==> src/rtl/dss_pkg.sv <==
package dss_pkg;
  typedef enum logic [1:0] {
    PH_IZ  = 2'b00,
    PH_AZ  = 2'b01,
    PH_INT = 2'b10,
    PH_DEI = 2'b11
  } phase_t;
endpackage

==> src/rtl/dss_tick.sv <==
module dss_tick #(
  parameter int DIV = 4
) (
  input  logic clk,
  input  logic rst,
  output logic tick
);
  localparam int W = (DIV > 1) ? $clog2(DIV) : 1;
  localparam logic [W-1:0] LAST = W'(DIV - 1);

  logic [W-1:0] div_q;

  always_ff @(posedge clk) begin
    if (rst)               div_q <= '0;
    else if (div_q == LAST) div_q <= '0;
    else                   div_q <= div_q + 1'b1;
  end

  assign tick = (div_q == LAST);

  // ticks are isolated, never back to back
  a_r2_tick_gap: assert property (@(posedge clk) disable iff (rst)
    tick |=> !tick);
endmodule

==> src/rtl/dss_sync.sv <==
module dss_sync #(
  parameter int STAGES = 2
) (
  input  logic clk,
  input  logic rst,
  input  logic d,
  output logic q
);
  generate
    if (STAGES == 1) begin : g_one
      logic s_q;
      always_ff @(posedge clk) begin
        if (rst) s_q <= 1'b0;
        else     s_q <= d;
      end
      assign q = s_q;
    end else begin : g_chain
      logic [STAGES-1:0] s_q;
      always_ff @(posedge clk) begin
        if (rst) s_q <= '0;
        else     s_q <= {s_q[STAGES-2:0], d};
      end
      assign q = s_q[STAGES-1];
    end
  endgenerate
endmodule

==> src/rtl/dss_int_timer.sv <==
module dss_int_timer #(
  parameter int PRE_W = 8,
  parameter int CFG_W = 8
) (
  input  logic             clk,
  input  logic             rst,
  input  logic             tick,
  input  logic             start,
  input  logic             run,
  input  logic [CFG_W-1:0] cfg,
  output logic             last
);
  logic [PRE_W-1:0] pre_q;
  logic [CFG_W-1:0] maj_q;
  logic             pre_wrap;

  assign pre_wrap = &pre_q;
  assign last     = run && tick && pre_wrap && (maj_q == '0);

  always_ff @(posedge clk) begin
    if (rst) begin
      pre_q <= '0;
      maj_q <= '0;
    end else if (start) begin
      pre_q <= '0;
      maj_q <= cfg;
    end else if (run && tick) begin
      pre_q <= pre_q + 1'b1;
      if (pre_wrap && (maj_q != '0)) maj_q <= maj_q - 1'b1;
    end
  end

  // the period setting is captured when integrate is launched
  a_r4_reload: assert property (@(posedge clk) disable iff (rst)
    start |=> (pre_q == '0) && (maj_q == $past(cfg)));
endmodule

==> src/rtl/dss_seq.sv <==
module dss_seq #(
  parameter int DIV      = 4,
  parameter int CNT_W    = 16,
  parameter int PRE_W    = 8,
  parameter int CFG_W    = 8,
  parameter int AZ_TICKS = 16,
  parameter int IZ_TICKS = 8
) (
  input  logic               clk,
  input  logic               rst,
  input  logic               en_n,
  input  logic [CFG_W-1:0]   cfg_int,
  input  logic               cmp_in,
  input  logic               host_rd,
  output logic [1:0]         phase,
  output logic [CNT_W+1:0]   result,
  output logic               valid
);
  import dss_pkg::*;

  localparam int DW_MAX = (AZ_TICKS > IZ_TICKS) ? AZ_TICKS : IZ_TICKS;
  localparam int DW_W   = $clog2(DW_MAX + 1);
  localparam logic [DW_W-1:0] AZ_LAST = DW_W'(AZ_TICKS - 1);
  localparam logic [DW_W-1:0] IZ_LAST = DW_W'(IZ_TICKS - 1);

  logic             tick;
  logic             cmp_s;
  logic             int_last;
  phase_t           phase_q;
  logic [DW_W-1:0]  dwell_q;
  logic [CNT_W-1:0] dcnt_q;
  logic [CNT_W:0]   dsum;
  logic             carry;
  logic             pol_q;
  logic [CNT_W+1:0] res_q;
  logic             valid_q;
  logic             az_go;
  logic             dei_flip;
  logic             done_w;

  dss_tick #(.DIV(DIV)) u_tick (
    .clk (clk),
    .rst (rst),
    .tick(tick)
  );

  dss_sync #(.STAGES(2)) u_sync (
    .clk(clk),
    .rst(rst),
    .d  (cmp_in),
    .q  (cmp_s)
  );

  assign az_go = tick && (phase_q == PH_AZ) && (dwell_q >= AZ_LAST) && !en_n;

  dss_int_timer #(.PRE_W(PRE_W), .CFG_W(CFG_W)) u_itmr (
    .clk  (clk),
    .rst  (rst),
    .tick (tick),
    .start(az_go),
    .run  (phase_q == PH_INT),
    .cfg  (cfg_int),
    .last (int_last)
  );

  assign dsum     = {1'b0, dcnt_q} + 1'b1;
  assign carry    = dsum[CNT_W];
  assign dei_flip = (cmp_s != pol_q);
  assign done_w   = tick && (phase_q == PH_DEI) && (dei_flip || carry);

  always_ff @(posedge clk) begin
    if (rst) begin
      phase_q <= PH_AZ;
      dwell_q <= '0;
      dcnt_q  <= '0;
      pol_q   <= 1'b0;
      res_q   <= '0;
    end else if (tick) begin
      case (phase_q)
        PH_IZ: begin
          if (dwell_q == IZ_LAST) begin
            phase_q <= PH_AZ;
            dwell_q <= '0;
          end else begin
            dwell_q <= dwell_q + 1'b1;
          end
        end
        PH_AZ: begin
          if (az_go) begin
            phase_q <= PH_INT;
            dwell_q <= '0;
          end else if (dwell_q < AZ_LAST) begin
            dwell_q <= dwell_q + 1'b1;
          end
        end
        PH_INT: begin
          if (int_last) begin
            phase_q <= PH_DEI;
            pol_q   <= cmp_s;
            dcnt_q  <= '0;
          end
        end
        default: begin
          if (dei_flip) begin
            res_q   <= {pol_q, 1'b0, dcnt_q};
            phase_q <= PH_IZ;
            dwell_q <= '0;
          end else if (carry) begin
            res_q   <= {pol_q, 1'b1, {CNT_W{1'b0}}};
            phase_q <= PH_AZ;
            dcnt_q  <= '0;
            dwell_q <= '0;
          end else begin
            dcnt_q <= dsum[CNT_W-1:0];
          end
        end
      endcase
    end
  end

  always_ff @(posedge clk) begin
    if (rst)                   valid_q <= 1'b0;
    else if (en_n || host_rd)  valid_q <= 1'b0;
    else if (done_w)           valid_q <= 1'b1;
  end

  assign phase  = phase_q;
  assign result = res_q;
  assign valid  = valid_q;

  // phase moves only on a system tick
  a_r2_tick_only: assert property (@(posedge clk) disable iff (rst)
    !tick |=> $stable(phase_q));

  // disabled converter never enters integrate from auto-zero
  a_r3_hold_az: assert property (@(posedge clk) disable iff (rst)
    (phase_q == PH_AZ && en_n) |=> (phase_q != PH_INT));

  // integrate is left only for de-integrate
  a_r2_int_exit: assert property (@(posedge clk) disable iff (rst)
    (phase_q == PH_INT) |=> (phase_q == PH_INT || phase_q == PH_DEI));

  // an overrange result carries a cleared magnitude
  a_r7_ovr_zero: assert property (@(posedge clk) disable iff (rst)
    res_q[CNT_W] |-> (res_q[CNT_W-1:0] == '0));

  // read start or disable drops valid
  a_r9_valid_clr: assert property (@(posedge clk) disable iff (rst)
    (en_n || host_rd) |=> !valid_q);

  // host reads leave the result untouched
  a_r9_rd_keep: assert property (@(posedge clk) disable iff (rst)
    (host_rd && !done_w) |=> $stable(res_q));
endmodule

==> config.mk <==
export PLATFORM = sky130hd
export DESIGN_NAME = dss_seq
export DESIGN_NICKNAME = d
export VERILOG_FILES = /design/src/rtl/dss_pkg.sv /design/src/rtl/dss_tick.sv /design/src/rtl/dss_sync.sv /design/src/rtl/dss_int_timer.sv /design/src/rtl/dss_seq.sv
export SDC_FILE = /design/constraint.sdc
export NUM_CORES = 1
export LEC_CHECK = 0
export CAP_MARGIN = 30
export CORE_MARGIN = 1.5
export CORE_UTILIZATION = 60
export DETAILED_ROUTE_END_ITERATION = 7
export DONT_BUFFER_PORTS = 1
export GPL_TIMING_DRIVEN = 1
export PLACE_DENSITY = 0.86
export SLEW_MARGIN = 20
export SYNTH_ARGS = -nofsm -noshare
export SYNTH_HDL_FRONTEND = slang
export SYNTH_HIERARCHICAL = 1
export SYNTH_SLANG_ARGS = --single-unit
==> constraint.sdc <==
create_clock -name clk -period 7.9 [get_ports clk]
set_clock_uncertainty 0.05 [all_clocks]
set_input_delay 2.37 -clock clk [delete_from_list [all_inputs] [get_ports clk]]
set_output_delay 2.37 -clock clk [all_outputs]
set_load 0.01 [all_outputs]
* After elaboration in Yosys (flattened, before gate mapping)
Cells that the tools add are included. Widths: inputs -> output; s select.
Cells by class: add/sub/neg operators 5, $mul 0, divide/modulo/power cells 0, order comparisons 2, equality and inequality tests 11, shift operators 0, muxes and demuxes 21, bitwise operators 3, reductions and logical operators 32
Operators by type and width (number):
- $mux 16 | 3
- $mux 18 | 2
- $pmux 16 s2 | 1
- $mux 5 | 5
- $mux 8 | 3
- $add 16x1->17 const B | 1
- $pmux 5 s3 | 1
- $mux 2 | 5
- $logic_and 1x1->1 | 9
- $add 8x1->8 const B | 1
- $logic_not 8->1 | 1
- $reduce_and 4->1 | 2
- $reduce_and 8->1 | 1
- $reduce_bool 8->1 | 1
- $reduce_or 2->1 | 4
- $sub 8x1->8 const B | 1
- $eq 2x2->1 const B | 3
- $ne 2x2->1 const B | 3
- $pmux 2 s3 | 1
- $reduce_and 3->1 | 2
- $reduce_bool 2->1 | 3
- $add 5x1->5 const B | 1
- $eq 5x3->1 const B | 1
- $ge 5x4->1 const B | 1
- other kinds (15) | 18
Word-level totals: register bits after elaboration 63, bits in latches 0, memory bits (writable) 0, ROM bits 0, bits of input ports 13, output and inout bits 21, word-level logic and storage cells 84, memories 0

* Depth between registers and ports, before layout
Gate-level depths: netlist of run 1.
word-level depth 6, gate-level depth with buffers 11, depth with buffers taken out 10

* By module
Netlist of run 1, hierarchy kept.
Modules (own cells, without submodules):
- dss_seq | times used 1, cells each 270, area each 2297.2 um^2, seq. area each 860.8 um^2
- dss_int_timer | times used 1, cells each 110, area each 963.4 um^2, seq. area each 320.3 um^2
- dss_tick | times used 1, cells each 5, area each 75.1 um^2, seq. area each 40.0 um^2
- dss_sync | times used 1, cells each 4, area each 52.6 um^2, seq. area each 40.0 um^2

* Worst setup path before layout of run 1
OpenSTA, ideal clock, no wires.
path type input port to flip-flop, start point input port en_n, end point register u_itmr.maj_q[7], setup time 103 ps, arrival time 3780 ps, data required time 7747 ps, slack 3967 ps, cell stages on the path 5, buffers on the path 0, cells stage by stage a211oi_1 > clkinv_1 > nand2_1 > nor4_1 > a2111oi_2
Between the ends: longest elaborated chain between the ends 4, elaborated cells on any way between the ends 6, those cells by class mux (1); reduce/logical (5)
RTL lines:
- from (decl) | line dss_seq.sv:11 | input logic en_n,
- $logic_not 1->1 (*) | line dss_seq.sv:54 | assign az_go = tick && (phase_q == PH_AZ) && (dwell_q >= AZ_LAST) && !en_n;
- $logic_and 1x1->1 (*) | line dss_seq.sv:54
- $reduce_bool 2->1 (no line)
- $reduce_and 2->1 (no line)
- to (signal assigned) | line dss_int_timer.sv:26 | maj_q <= cfg;
- to (signal assigned) | line dss_int_timer.sv:29 | if (pre_wrap && (maj_q != '0)) maj_q <= maj_q - 1'b1;
- to (decl) | line dss_int_timer.sv:14 | logic [CFG_W-1:0] maj_q;
Mark *: on every way between the ends. The rest lies on a longest branch, timed or not. A chain may end at the register's enable or synchronous reset.

* Final worst setup path of run 1
Ends and elaborated chain as after synthesis.

==> results of run 1 <==
==> synth_stat cells, types with 3 or more instances <==
cell	number
mux2i_1	6
nand2b_1	3
nor2_1	38
or4_1	3
nor3_1	8
dfxtp_1	63
xor2_1	8
o21ai_0	9
a31oi_1	3
or3_1	8
ha_1	12
inv_1	14
nand3b_1	4
nand2_1	35
a311oi_1	6
nor2b_1	6
clkbuf_1	12
nor4_1	4
a21oi_1	35
nand4_1	25
a211oi_1	3
a2111oi_2	5
nand3_2	3
and4_1	5
nand3_1	15
and3_1	8
nor3b_1	3
buf_2	4
o31ai_1	4
==> kinds of logic after synthesis <==
family	count (synthesis)	share of synthesized area (%)
mux	6	1.77
simple gates	184	31.3
xor+xnor	10	3.36
fa+ha+maj	12	4.43
compound gates	80	17.9
flops	63	37.2
buf+inv	34	4.03
==> area by class of cell <==
class                           count  area, um^2  share of cell area [%]
Sequential cell                    63        1260                    34.9
Tap cell                           72        90.1                    2.49
Clock inverter                      6        60.1                    1.66
Clock buffer                       10         138                    3.81
Multi-Input combinational cell    292        2000                    55.2
Timing Repair Buffer                2        15.0                   0.415
Inverter                           15        56.3                    1.56
==> worst max-delay path by stage <==
stage                     from                      endpoint  cells after the start
after floorplan           en_n  u_itmr/maj_q[7]$_SDFFE_PP0P_                      5
after global placement    en_n  u_itmr/maj_q[7]$_SDFFE_PP0P_                      5
after detailed placement  en_n  u_itmr/maj_q[7]$_SDFFE_PP0P_                      5
after CTS                 en_n  u_itmr/maj_q[7]$_SDFFE_PP0P_                      5
after global routing      en_n  u_itmr/maj_q[7]$_SDFFE_PP0P_                      6
final                     en_n  u_itmr/maj_q[7]$_SDFFE_PP0P_                      6
==> routing by layer <==
layer	GRT usage, %	share of wire [%]
met1	35.4	44
met2	41.7	47
met4	12.3	2.3
met3	6.28	6.0
met5	0.909	0
==> flip-flops by register name (all words and copies together), names as in the netlist <==
name,cells
dcnt_q,16
dwell_q,5
phase,2
pol_q,1
result,18
u_itmr/maj_q,8
u_itmr/pre_q,8
u_sync/g_chain.s_q,2
u_tick/div_q,2
valid,1
==> per-stage QoR <==
stage | utilization, % | hold slack, ns | setup slack [ns]
after floorplan | - | 0.356 | 3.97
after global placement | 62.3 | 0.364 | 3.50
after detailed placement | 62.3 | 0.373 | 3.39
after CTS | 65.9 | 0.383 | 3.75
after global routing | 66.1 | 0.401 | 4.21
final | 66.1 | 0.376 | 4.30
==> critical path, stage by stage <==
cell and delay (ns):
a211oi_2 0.32, buf_4 0.27, clkinv_1 0.29, nand2_1 0.15, nor4_1 0.06, a2111oi_2 0.32
==> layout by cell type, fill, tap and decap left out, drive strengths merged, types with 5 or more instances in the layout <==
master	count
nand3	19
nand2	35
and4	6
nor3	9
mux2i	6
o21ai	10
inv	14
or3	8
clkbuf	10
dfxtp	63
a21oi	35
ha	12
nor4	6
xor2	9
a311oi	6
nor2	38
a2111oi	5
nor2b	6
nand4	27
and3	9
==> power by group through the flow <==
stage / clock [W] / combinational [W] / sequential [W]
after CTS: 0.000286 / 0.0000279 / 0.000324
after global routing: 0.000300 / 0.0000316 / 0.000325
after detailed placement: 0 / 0.0000278 / 0.000332
after floorplan: 0 / 0.0000265 / 0.000331
after global placement: 0 / 0.0000264 / 0.000331
final: 0.000282 / 0.0000282 / 0.000324
==> reports/metrics.cfg, run 1 <==
[run_status]
outcome=completed

[place]
place_area_um2=3410
placed_cells=443
gp_congestion=0.881
io_buffers=0
dp_hpwl_um=5160

[clock_tree]
cts_hold_buf=0
root_buffer=clkbuf_8
cts_inserted_buffers=9
clk-insertion-delay-late_ns=0.35
max-clock-path-buffers=2
clk_pin_slew_ns=0.07
htreeDepth=3
postCtsSetupRepairBufs=0
tritoncts=done
clock-sinks=63
cts_resized=0

[sta]
fin_crit_sh_pct=45.6
fmax_mhz=278
period_minus_slack_ns=3.60
worstMarginPinSlew_ns=0.782
fin_setup_tns_ns=0
slew_violations=0
setup_viol=0
rsz0062_at_grt=false
hold_viol_final=0
relSlewSlack_pct=47.8

[floorplan]
core.rowCount=27
die_w_um=78.1
core_area_um2=5470
die-area_um2=6110
io_pins=34
die_y_um=78.1
initial_core_util_pct=61.9

[drt]
vias_per_cell=6.47
postRouteAntennaNets=0
initialDrtViolationCount=271
wire_per_inst_um=16.6
drt_wl_total_um=7630
drc=0
vias=2977
dr.pass1.iters=5

[setup_path]
required_ns=8.09
path_max_fanout=13
regToRegEndpoint=dcnt_q[9]$_SDFFE_PP0P_
cp.arrival_ns=3.79
reg2reg_depth=9
r2r_setup_slack_ns=4.60
reg2reg_from=phase[1]$_SDFFE_PP0P_
path_class=input pin to flop
worstSetupStartpointType=input pin
cp-end-kind=flop

[global_routing]
grt_pass1_vias=2755
antenna_found_initial=0
grt-ovfl-total=0
grt_pass1_wl_um=13000
grt_max_degree=60
grt_use_total_pct=26.9

[finish]
antenna_cells=0
final_cells=460
final_cell_area_um2=3620
fillers=463
drive_above_1_share_pct=11.9
fin_nets=408
syn2layout_area_growth_pct=6.72

[synth]
synth_edf_count=0
syn_area_um2=3390
synthFlopType=dfxtp_1
syn_inst=389
ys_seq_area_share_pct=37.2
synth_area_leader_cell=dfxtp_1
yosysWarnings=6
synth_top_area_share_pct=37.2
synth_area_leaders=dfxtp_1 (37%), a21oi_1 (5.2%), nand4_1 (4.6%)
synth_fp_nets=414
async_reset_ff_share_pct=0
avgSynthCellArea_um2=8.71
ys_ff_latch=63
yosysUniqueCellTypes=62

[pwr]
intPower_w=0.000483
p_total_w=0.000635
p_per_area_nw_per_um2=176
clkPwrFrac_pct=44.5
power.leakage_nw=1.30
power.switching_w=0.000152
power_frac_seq_pct=51.1
p_comb_share_pct=4.4
irDropWorstVdd_uv=117
switching_share_pct=23.9

[flow_run]
maxCapViolCount=0

[min_path]
hold_class=flop to flop
holdPathEnd=u_tick/div_q[0]$_SDFF_PP0_
min_from=u_tick/div_q[0]$_SDFF_PP0_
worstHoldPathCells=1

Note: power is estimated with default switching activity, not from simulation.
==> run 2: changes to the inputs <==
Clock period 7.9 ns to 3.36 ns, I/O delays scaled along.
==> reports/metrics.cfg, run 2 (synthesized netlist as in run 1, its figures left out) <==
[floorplan]
core.rowCount=27
die-area_um2=6110
die_y_um=78.1
initial_core_util_pct=61.9
core_area_um2=5470
die_w_um=78.1
io_pins=34

[place]
dp_slack_ns=0.848
placed_cells=446
dp_hpwl_um=5210
io_buffers=0
gp_congestion=0.867

[sta]
fin_setup_tns_ns=0
slew_violations=0
setup_ws_ns=0.791
rsz0062_at_grt=false
fmax_mhz=389
setup_viol=0
fin_crit_sh_pct=76.4
relSlewSlack_pct=42.5
period_minus_slack_ns=2.57
hold_viol_final=0
worstMarginPinSlew_ns=0.862

[finish]
layout_commonest_cell=dfxtp_1
final_cell_mix=dfxtp_1 (63), nor2_1 (38), nand2_1 (35), a21oi_1 (35), nand4_1 (25)
fin_nets=410
largest_reg_flops=18
syn2layout_area_growth_pct=6.76
drive_above_1_share_pct=12.3
final_cells=462
antenna_cells=0
fillers=450
fin_util_pct=66.1

[pwr]
p_per_area_nw_per_um2=397
power.leakage_nw=1.30
p_total_w=0.00144
irDropWorstVdd_uv=444

[global_routing]
grt_pass1_vias=2831
grt_use_total_pct=26.6
grt_pass1_wl_um=13000
grt_max_degree=60
antenna_found_initial=0
grt-ovfl-total=0

[setup_path]
worstSetupStartpointType=flop
path_max_fanout=16
cp-end-kind=flop
path_class=flop to flop
required_ns=3.58
cp.arrival_ns=2.79

[clock_tree]
clk-insertion-delay-late_ns=0.34
htreeDepth=3
cts_hold_buf=0
max-clock-path-buffers=2
cts_resized=0
clock-sinks=63
tritoncts=done
postCtsSetupRepairBufs=0
clk_pin_slew_ns=0.07
root_buffer=clkbuf_8
cts_inserted_buffers=9

[drt]
dr.pass1.iters=6
vias=2977
wire_per_inst_um=16.9
initialDrtViolationCount=281
postRouteAntennaNets=0
drt_wl_total_um=7790
drc=0
vias_per_cell=6.44

[flow_run]
maxCapViolCount=0

[run_status]
outcome=completed

[min_path]
hold_class=flop to flop

-- run 2: cell types whose count changed in the layout (fill, tap and decap cells not counted), sizes merged --
cell / delta
buf: +2
bufinv: -1
clkbuf: +1
clkinv: -1
clkinvlp: +1
-- run 2: metrics by stage --
stage | hold WS, ns | area [um^2]
2_1_floorplan | 0.356 | 3390
3_3_place_gp | 0.365 | 3430
3_5_place_dp | 0.368 | 3430
4_1_cts | 0.378 | 3620
5_1_grt | 0.407 | 3620
6_report | 0.384 | 3620
-- run 2: final timing paths --
path | start | to | slack (ns) | cells past startpoint
hold reg to reg | u_tick/div_q[0]$_SDFF_PP0_ | u_tick/div_q[0]$_SDFF_PP0_ | 0.38 | 1
hold / removal | u_tick/div_q[0]$_SDFF_PP0_ | u_tick/div_q[0]$_SDFF_PP0_ | 0.38 | 1
setup reg to reg | u_itmr/maj_q[3]$_SDFFE_PP0P_ | dcnt_q[9]$_SDFFE_PP0P_ | 0.79 | 9
setup / recovery | u_itmr/maj_q[3]$_SDFFE_PP0P_ | dcnt_q[9]$_SDFFE_PP0P_ | 0.79 | 9
-- run 2: layout make-up --
class | count | area, um^2 | share of cell area [%]
multi-input cells | 292 | 2000 | 55.2
clock inverters | 5 | 32.5 | 0.899
well taps | 72 | 90.1 | 2.49
clock buffers | 11 | 151 | 4.19
repair buffers | 4 | 30.0 | 0.830
inverters | 15 | 56.3 | 1.56
flip-flops and latches | 63 | 1260 | 34.9
-- run 2: worst max-delay path, stage by stage, from the launching register on --
cell and delay [ns]:
dfxtp_1 0.38, nor4_4 0.36, nand3_2 0.27, nor2_1 0.28
nand2_1 0.11, o21ai_2 0.08, nand3_1 0.09, buf_4 0.21
or4_1 0.50, a21oi_1 0.15
-- run 2: layer usage --
metal / vias to the layer above / GRT usage [%] / part of all wire (%)
met4: 0 / 11.8 / 1.7
met5: - / 0 / 0
met1: 1421 / 34.1 / 46
met2: 105 / 42.4 / 47
li1: 1437 / - / -
met3: 14 / 6.63 / 5.2
-- run 2: power breakdown --
part	switching, W	internal (W)	total (W)
Combinational	0.0000448	0.0000238	0.0000685
Clock	0.000300	0.000305	0.000605
Sequential	0.00000856	0.000754	0.000763
